--- config.mk ---
export PLATFORM = sky130hd
export DESIGN_NAME = msa_stall_attr
export DESIGN_NICKNAME = d
export VERILOG_FILES = /design/src/rtl/msa_pkg.sv /design/src/rtl/msa_flag_stage.sv /design/src/rtl/msa_classify.sv /design/src/rtl/msa_sat_ctr.sv /design/src/rtl/msa_stall_attr.sv
export SDC_FILE = /design/constraint.sdc
export NUM_CORES = 1
export LEC_CHECK = 0
export ABC_AREA = 1
export BUFFER_PORTS_ARGS = -buffer_cell sky130_fd_sc_hd__buf_2
export CAP_MARGIN = 20
export CORE_MARGIN = 3
export CORE_UTILIZATION = 52
export DETAILED_ROUTE_END_ITERATION = 10
export PLACE_DENSITY = 0.82
export SETUP_SLACK_MARGIN = 0.15
export SYNTH_ARGS = -nofsm -noshare
export SYNTH_HDL_FRONTEND = slang
export SYNTH_SLANG_ARGS = --single-unit
export TNS_END_PERCENT = 1
--- constraint.sdc ---
create_clock -name clk -period 1.64 [get_ports clk]
set_clock_uncertainty 0.15 [all_clocks]
set_input_delay 0.164 -clock clk [delete_from_list [all_inputs] [get_ports clk]]
set_output_delay 0.164 -clock clk [all_outputs]
set_load 0.05 [all_outputs]
--- src/rtl/msa_pkg.sv ---
package msa_pkg;
  // Level indices used on every per-level vector
  localparam int unsigned LVL_L1GRP = 0;
  localparam int unsigned LVL_L2    = 1;
  localparam int unsigned LVL_L3    = 2;
  localparam int unsigned LVL_DRAM  = 3;
  localparam int unsigned NUM_LVL   = 4;

  typedef struct packed {
    logic                rdy;
    logic [NUM_LVL-1:0]  pend;
    logic [NUM_LVL-1:0]  miss;
  } flags_t;
endpackage

--- src/rtl/msa_flag_stage.sv ---
module msa_flag_stage #(
  parameter int unsigned NLVL = 4
) (
  input  logic            clk,
  input  logic            rst_n,
  input  logic            rdy_d,
  input  logic [NLVL-1:0] pend_d,
  input  logic [NLVL-1:0] miss_d,
  output logic            rdy_q,
  output logic [NLVL-1:0] pend_q,
  output logic [NLVL-1:0] miss_q
);
  // Reset value means "core busy, nothing outstanding": no counting
  always_ff @(posedge clk or negedge rst_n) begin
    if (!rst_n) begin
      rdy_q  <= 1'b1;
      pend_q <= '0;
      miss_q <= '0;
    end else begin
      rdy_q  <= rdy_d;
      pend_q <= pend_d;
      miss_q <= miss_d;
    end
  end
endmodule

--- src/rtl/msa_classify.sv ---
module msa_classify #(
  parameter int unsigned NLVL = 4
) (
  input  logic            rdy,
  input  logic [NLVL-1:0] pend,
  input  logic [NLVL-1:0] miss,
  output logic [NLVL-1:0] credit,
  output logic            stall_hit
);
  // A stall candidate: nothing ready and something outstanding
  assign stall_hit = !rdy && (|pend);

  // Walk from the deepest level upward; only the first pending level
  // seen may earn credit, and only if it was not missed
  always_comb begin
    logic deeper_pend;
    credit      = '0;
    deeper_pend = 1'b0;
    for (int i = NLVL - 1; i >= 0; i--) begin
      if (!rdy && pend[i] && !deeper_pend && !miss[i])
        credit[i] = 1'b1;
      if (pend[i])
        deeper_pend = 1'b1;
    end
  end
endmodule

--- src/rtl/msa_sat_ctr.sv ---
module msa_sat_ctr #(
  parameter int unsigned CW = 32
) (
  input  logic          clk,
  input  logic          rst_n,
  input  logic          inc,
  output logic [CW-1:0] count
);
  localparam logic [CW-1:0] TOP = {CW{1'b1}};

  // Saturating up-counter
  always_ff @(posedge clk or negedge rst_n) begin
    if (!rst_n)
      count <= '0;
    else if (inc && count != TOP)
      count <= count + 1'b1;
  end
endmodule

--- src/rtl/msa_stall_attr.sv ---
module msa_stall_attr #(
  parameter int unsigned NLVL = msa_pkg::NUM_LVL,
  parameter int unsigned CW   = 32
) (
  input  logic               clk,
  input  logic               rst_n,
  input  logic               uop_ready_i,
  input  logic [NLVL-1:0]    ld_pend_i,
  input  logic [NLVL-1:0]    ld_miss_i,
  output logic [NLVL*CW-1:0] lvl_cnt_o,
  output logic [CW-1:0]      stall_cnt_o
);
  logic            rdy_q;
  logic [NLVL-1:0] pend_q;
  logic [NLVL-1:0] miss_q;
  logic [NLVL-1:0] credit;
  logic            stall_hit;

  // Stage 1: capture the flags
  msa_flag_stage #(.NLVL(NLVL)) u_stage (
    .clk    (clk),
    .rst_n  (rst_n),
    .rdy_d  (uop_ready_i),
    .pend_d (ld_pend_i),
    .miss_d (ld_miss_i),
    .rdy_q  (rdy_q),
    .pend_q (pend_q),
    .miss_q (miss_q)
  );

  // Stage 2: classify the captured cycle
  msa_classify #(.NLVL(NLVL)) u_cls (
    .rdy       (rdy_q),
    .pend      (pend_q),
    .miss      (miss_q),
    .credit    (credit),
    .stall_hit (stall_hit)
  );

  // One counter per level (R9: one increment per qualifying cycle)
  for (genvar g = 0; g < NLVL; g++) begin : g_lvl
    msa_sat_ctr #(.CW(CW)) u_ctr (
      .clk   (clk),
      .rst_n (rst_n),
      .inc   (credit[g]),
      .count (lvl_cnt_o[g*CW +: CW])
    );
  end

  msa_sat_ctr #(.CW(CW)) u_tot (
    .clk   (clk),
    .rst_n (rst_n),
    .inc   (stall_hit),
    .count (stall_cnt_o)
  );
endmodule

==> results of run 1 <==
==> final timing paths <==
| path | start | endpoint | cells after the start |
|---|---|---|---|
| worst min register to register | u_tot.count[30] | u_tot.count[30] | 2 |
| worst min-delay path | rst_n | g_lvl[3].u_ctr.count[5] | 2 |
| worst max register to register | g_lvl[2].u_ctr.count[15] | g_lvl[2].u_ctr.count[22] | 8 |
| max in group asynchronous | rst_n | g_lvl[1].u_ctr.count[2] | 3 |
| min in group clk | ld_miss_i[1] | u_stage.miss_q[1] | 2 |
| worst max-delay path | g_lvl[2].u_ctr.count[15] | g_lvl[2].u_ctr.count[22] | 8 |
==> per-layer routing <==
| metal | vias to the layer above | part of all wire | track usage | routed length, µm |
|---|---|---|---|---|
| li1 | 6020 | - | - | - |
| met1 | 5832 | 0.39 | 0.377 | 14100 |
| met2 | 614 | 0.49 | 0.520 | 18000 |
| met3 | 136 | 0.080 | 0.0551 | 2920 |
| met4 | 0 | 0.040 | 0.109 | 1460 |
| met5 | - | 0 | 0 | 0 |
==> cells in the final DEF, fill, tap and decap left out, types with 37 or more instances in the layout <==
cell | synthesis | routed
nor2_1 | 268 | 198
nor2_2 | 16 | 61
buf_2 | 10 | 58
nand2_2 | 7 | 37
buf_4 | 8 | 193
dfrtp_2 | 0 | 88
dfrtp_1 | 168 | 80
nand2_1 | 799 | 764
buf_6 | 5 | 97
nand3_1 | 106 | 94
inv_1 | 137 | 132
==> per-stage QoR <==
| stage | std cells | instance area [µm²] | hold slack, ps | util |
|---|---|---|---|---|
| 2_1_floorplan | 1695 | 11100 | -282 | - |
| 3_3_place_gp | 2322 | 13800 | -75.5 | 0.677 |
| 3_5_place_dp | 2322 | 13800 | -66.3 | 0.677 |
| 4_1_cts | 2369 | 15200 | 50.1 | 0.746 |
| 5_1_grt | 2375 | 16000 | 72.4 | 0.782 |
| 6_report | 2375 | 16000 | 45.6 | 0.782 |
==> kinds of logic (layout without fill, tap and decap cells) <==
logic type,Yosys count,in the layout,synth area share
compound gates,21,21,0.00964
xor+xnor,53,53,0.0426
fa+ha+maj,5,5,0.00574
buf+inv,164,574,0.0642
flops,169,169,0.388
simple gates,1283,1283,0.490
==> where the power goes <==
part / internal [W] / leakage (nW) / switching [W] / total [W]
Combinational: 0.000771 / 4.93 / 0.00124 / 0.00202
Clock: 0.00230 / 0.287 / 0.00179 / 0.00408
Sequential: 0.00436 / 2.18 / 0.000209 / 0.00457
Total: 0.00742 / 7.40 / 0.00324 / 0.0107
==> repair_timing <==
| action | in CTS | in global routing |
|---|---|---|
| endpoints found under the setup margin | 254 | 257 |
| gates resized for setup | 221 | 229 |
| hold buffers | 10 | 0 |
| hold endpoints to repair | 177 | 0 |
| buffers inserted | 5 | 6 |
| pin swaps | 38 | 42 |
==> flip-flops by register name (all words and copies together) (netlist names) <==
| signal | cells |
|---|---|
| u_tot.count | 32 |
| u_stage.pend_q | 4 |
| u_stage.rdy_q | 1 |
| g_lvl.u_ctr.count | 128 |
| u_stage.miss_q | 4 |
==> layout make-up <==
type,count,area [µm²],share of cell area
clock buffers,18,439,0.0275
clock inverters,14,148,0.00924
inverters,141,554,0.0347
multi-input cells,1362,6550,0.410
flip-flops and latches,169,4340,0.272
well taps,270,338,0.0211
repair buffers,401,3610,0.226
==> results.py, run 1 <==
metrics = {
    "power_and_ir_drop": {
        "power_leakage_nw": 7.40,
        "ir_worst_vdd_mv": 0.614,
        "powerDensity_mw_per_mm2": 667,
        "finalPower_w": 0.0107,
    },
    "sta": {
        "setup_viol": 63,
        "layout_min_cycle_time_ps": 1800,
        "setup_slack_ps": -162,
        "worstMarginPinSlew_ps": 413,
        "rsz0062_at_grt": "yes",
        "fmax_ghz": 0.555,
        "post-route-period-util": 1.10,
        "maxSlewHeadroom": 0.724,
        "hold_violations": 0,
        "slew_viol_final": 0,
        "fin_tns_setup_ps": -3250,
    },
    "worst_setup_path": {
        "path_max_fanout": 6,
        "crit_path_end_kind": "register",
        "critical_path_class": "reg2reg",
        "slowest_stage": "dfrtp_2",
        "worstPathArrival_ps": 1960,
        "rrSetupSlack_ps": -160,
        "worst-path-buf-inv": 1,
        "critPathMaxStageDelay_ps": 410,
        "path_cells": "nand2_1 -> nor2_4 -> buf_4 -> nand2_1 -> nor2_1 -> nand3b_1 -> nand3b_1 -> nand2_1",
        "cpLargestDelayFamily": "simple AND/OR/NAND/NOR gates",
        "worstPathRequired_ps": 1800,
        "crit_path_frequent_cell": "nand2_1",
        "critPathLaunchType": "register",
    },
    "floorplan": {
        "die_w_um": 151,
        "core.rowCount": 52,
        "start_util": 0.534,
        "die_area_mm2": 0.0228,
        "io_pins": 171,
        "die_h_um": 151,
        "coreArea_mm2": 0.0204,
    },
    "grt": {
        "grt_overflow": 0,
        "grt_pass1_vias": 11700,
        "grt_max_degree": 47,
        "grt_pass1_wl_um": 55600,
        "antenna_found_initial": 0,
        "grt_usage": 0.301,
    },
    "drt": {
        "postRouteAntennaNets": 0,
        "drt_iter0_markers": 1072,
        "post_drt_wl_per_cell_um": 15.4,
        "vias": 12600,
        "drt_wl_total_um": 36500,
        "drc": 0,
        "firstDrtPassIters": 5,
        "viasPerCell": 5.31,
    },
    "cts": {
        "root_buffer": "clkbuf_16",
        "cts_max_path_buffers": 2,
        "clock_sinks": 169,
        "clk_latency_ps": 430,
        "cts_max_level": 4,
        "numCtsBuffers": 17,
        "cts_tree": "built",
        "clk_pin_slew_worst_paths_ps": 70,
    },
    "yosys": {
        "syn_area_per_cell_um2": 6.44,
        "synth_edf_count": 0,
        "ys_seq_area_frac": 0.388,
        "synthTopCellsByCount": "799 x nand2_1, 268 x nor2_1, 168 x dfrtp_1",
        "synth_cell_types": 28,
        "netlist_instances": 1695,
        "synth_top_area_cell": "dfrtp_1",
        "synthTopCellsByArea": "dfrtp_1 39%, nand2_1 27%, nor2_1 9.2%, nand3_1 4.9%, inv_1 4.7%",
        "async_reset_ff_frac": 1.00,
        "ys_warn_count": 0,
        "synth_top_area_share": 0.385,
        "synth_most_common_cell": "nand2_1",
        "synthFlopType": "dfrtp_1",
        "syn_area_mm2": 0.0109,
        "synth_nets": 1711,
        "ys_seq_elements": 169,
    },
    "place": {
        "place_ws_ps": -115,
        "hpwl_um": 25200,
        "gp_congestion": 0.962,
        "io_buffers": 170,
    },
    "layout": {
        "areaGrowthSynthToFinish_pct": 46.5,
        "diodes": 0,
        "fillerInstances": 1381,
        "nets": 2108,
        "drive_above_1_share": 0.326,
    },
    "job": {
        "drv_cap": 0,
    },
    "outcome": {
        "outcome": "finished, violations left",
        "violations": "negative setup slack",
    },
    "hold_path": {
        "hp-class": "in2async",
    },
}
Power figures use the tool's default switching activity.
==> run 2, diff against run 1 <==
CORE_ASPECT_RATIO = 1.5   (was unset)
==> run 2 against run 1 <==
The run still ends with negative setup slack left. Critical path depth unchanged. Via count is 9.8% higher. Final area is 6.1% higher. Die area rose by 0.16%. Worst hold slack worse by 3.2 ps. Sequential power up 0.9%. Critical path type unchanged. Highest routed layer unchanged.
==> results.py, run 2 (synthesis results as in run 1) <==
metrics = {
    "layout": {
        "reg_top3": "g_lvl.u_ctr.count x128, u_tot.count x32",
        "final_common_cell": "nand2_1",
        "nets": 2164,
        "diodes": 0,
        "layout_common_cells": "757 x nand2_1, 200 x buf_4, 186 x nor2_1, 135 x buf_6, 131 x inv_1",
        "fillerInstances": 1220,
        "areaGrowthSynthToFinish_pct": 55.4,
        "top_register": "g_lvl.u_ctr.count",
        "largest_reg_flops": 128,
        "drive_above_1_share": 0.358,
    },
    "grt": {
        "grt_pass1_vias": 13400,
        "antenna_found_initial": 0,
        "grt_overflow": 0,
        "grt_max_degree": 46,
        "grt_pass1_wl_um": 64300,
        "grt_usage": 0.344,
    },
    "worst_setup_path": {
        "crit_path_end_kind": "register",
        "path_cells": "nand2_1 -> nor2_4 -> buf_4 -> inv_1 -> nor2_1 -> nand3_1 -> nand2_1 -> nand2_1",
        "worstPathArrival_ps": 2030,
        "critical_path_class": "reg2reg",
        "critPathLaunchType": "register",
        "crit_path_frequent_cell": "nand2_1",
        "slowest_stage": "dfrtp_2",
        "critPathMaxStageDelay_ps": 440,
        "reg2regPathDepth": 8,
        "path_max_fanout": 5,
        "worstPathRequired_ps": 1830,
    },
    "cts": {
        "cts_tree": "built",
        "numCtsBuffers": 17,
        "cts_max_path_buffers": 2,
        "clock_sinks": 169,
        "cts_max_level": 4,
        "clk_latency_ps": 440,
        "root_buffer": "clkbuf_16",
        "clk_pin_slew_worst_paths_ps": 70,
    },
    "power_and_ir_drop": {
        "power_switching_w": 0.00356,
        "sw_frac_of_total": 0.311,
        "clkPwrFrac": 0.396,
        "power_leakage_nw": 7.81,
        "intPower_w": 0.00787,
        "ir_worst_vdd_mv": 0.703,
        "powerDensity_mw_per_mm2": 674,
        "finalPower_w": 0.0114,
        "pwr-share-seq": 0.404,
        "pwr-share-comb": 0.200,
    },
    "drt": {
        "postRouteAntennaNets": 0,
        "drc": 0,
        "drt_wl_total_um": 43300,
        "post_drt_wl_per_cell_um": 17.9,
        "vias": 13800,
        "viasPerCell": 5.71,
        "firstDrtPassIters": 6,
        "drt_iter0_markers": 1372,
    },
    "sta": {
        "setup_slack_ps": -201,
        "fin_tns_setup_ps": -8520,
        "slew_viol_final": 0,
        "hold_violations": 0,
        "worstMarginPinSlew_ps": 493,
        "maxSlewHeadroom": 0.670,
        "rsz0062_at_grt": "yes",
        "fmax_ghz": 0.543,
        "setup_viol": 147,
        "layout_min_cycle_time_ps": 1840,
        "post-route-period-util": 1.12,
    },
    "job": {
        "drv_cap": 0,
    },
    "hold_path": {
        "hp-class": "in2async",
    },
    "floorplan": {
        "core.rowCount": 64,
        "die_area_mm2": 0.0228,
        "start_util": 0.532,
        "die_h_um": 183,
        "die_w_um": 124,
        "io_pins": 171,
        "coreArea_mm2": 0.0205,
    },
    "place": {
        "gp_congestion": 0.983,
        "hpwl_um": 27400,
        "io_buffers": 170,
    },
    "outcome": {
        "outcome": "finished, violations left",
        "violations": "negative setup slack",
    },
}
==> run 2: path summary, 6_finish.rpt <==
check                                         start                  endpoint  slack (ps)
min                                           rst_n  g_lvl[3].u_ctr.count[29]          40
min in group clk                       ld_miss_i[0]         u_stage.miss_q[0]         230
max reg2reg                         u_tot.count[11]           u_tot.count[20]        -200
min reg2reg                g_lvl[2].u_ctr.count[11]  g_lvl[2].u_ctr.count[11]         380
max in group asynchronous                     rst_n             u_stage.rdy_q         630
max                                 u_tot.count[11]           u_tot.count[20]        -200
==> run 2: cell type report <==
cell class	instances	area (µm²)	area share
multi-input combinational	1362	6690	0.394
timing repair buffer	457	4390	0.259
sequential	169	4350	0.256
inverter	141	557	0.0328
clock buffer	17	425	0.0251
tap	264	330	0.0195
clock inverter	15	216	0.0128
==> run 2: per-stage QoR <==
step                      setup WS, ps   util  area (µm²)  std cells  hold slack (ps)
after floorplan                   -240      -       11100       1695             -282
after global placement            -120  0.689       14100       2356            -53.4
after detailed placement          -155  0.689       14100       2356            -55.7
after CTS                        -97.5  0.782       16000       2410             50.3
after global routing              -291  0.827       17000       2425             70.4
final                             -201  0.827       17000       2425             42.4
==> run 2: critical path, delay by kind of cell, from the launching register on <==
kind                   cells  cell delay [ps]
flip-flops                 1              440
buffers and inverters      2              180
AND/OR/NAND/NOR            6              970
==> run 2: power groups by stage <==
stage,Combinational (W),Clock [W],Sequential [W]
after global routing,0.00241,0.00473,0.00463
after global placement,0.00172,0,0.00464
after detailed placement,0.00176,0,0.00465
final,0.00228,0.00453,0.00461
after floorplan,0.000471,0,0.00521
after CTS,0.00212,0.00450,0.00459
==> run 2: timing repair <==
action	in CTS	in global routing
pin swaps	45	46
resized for setup	339	250
setup endpoints to repair	279	293
hold buffers	10	0
hold endpoints to repair	177	0
buffers inserted	12	15
==> run 2: metal layers <==
layer | global-route usage | wire, µm | vias to the layer above
met5 | 0 | 0 | -
met4 | 0.209 | 3240 | 0
met3 | 0.0545 | 3250 | 311
met2 | 0.634 | 22500 | 947
met1 | 0.367 | 14400 | 6427
li1 | - | - | 6157
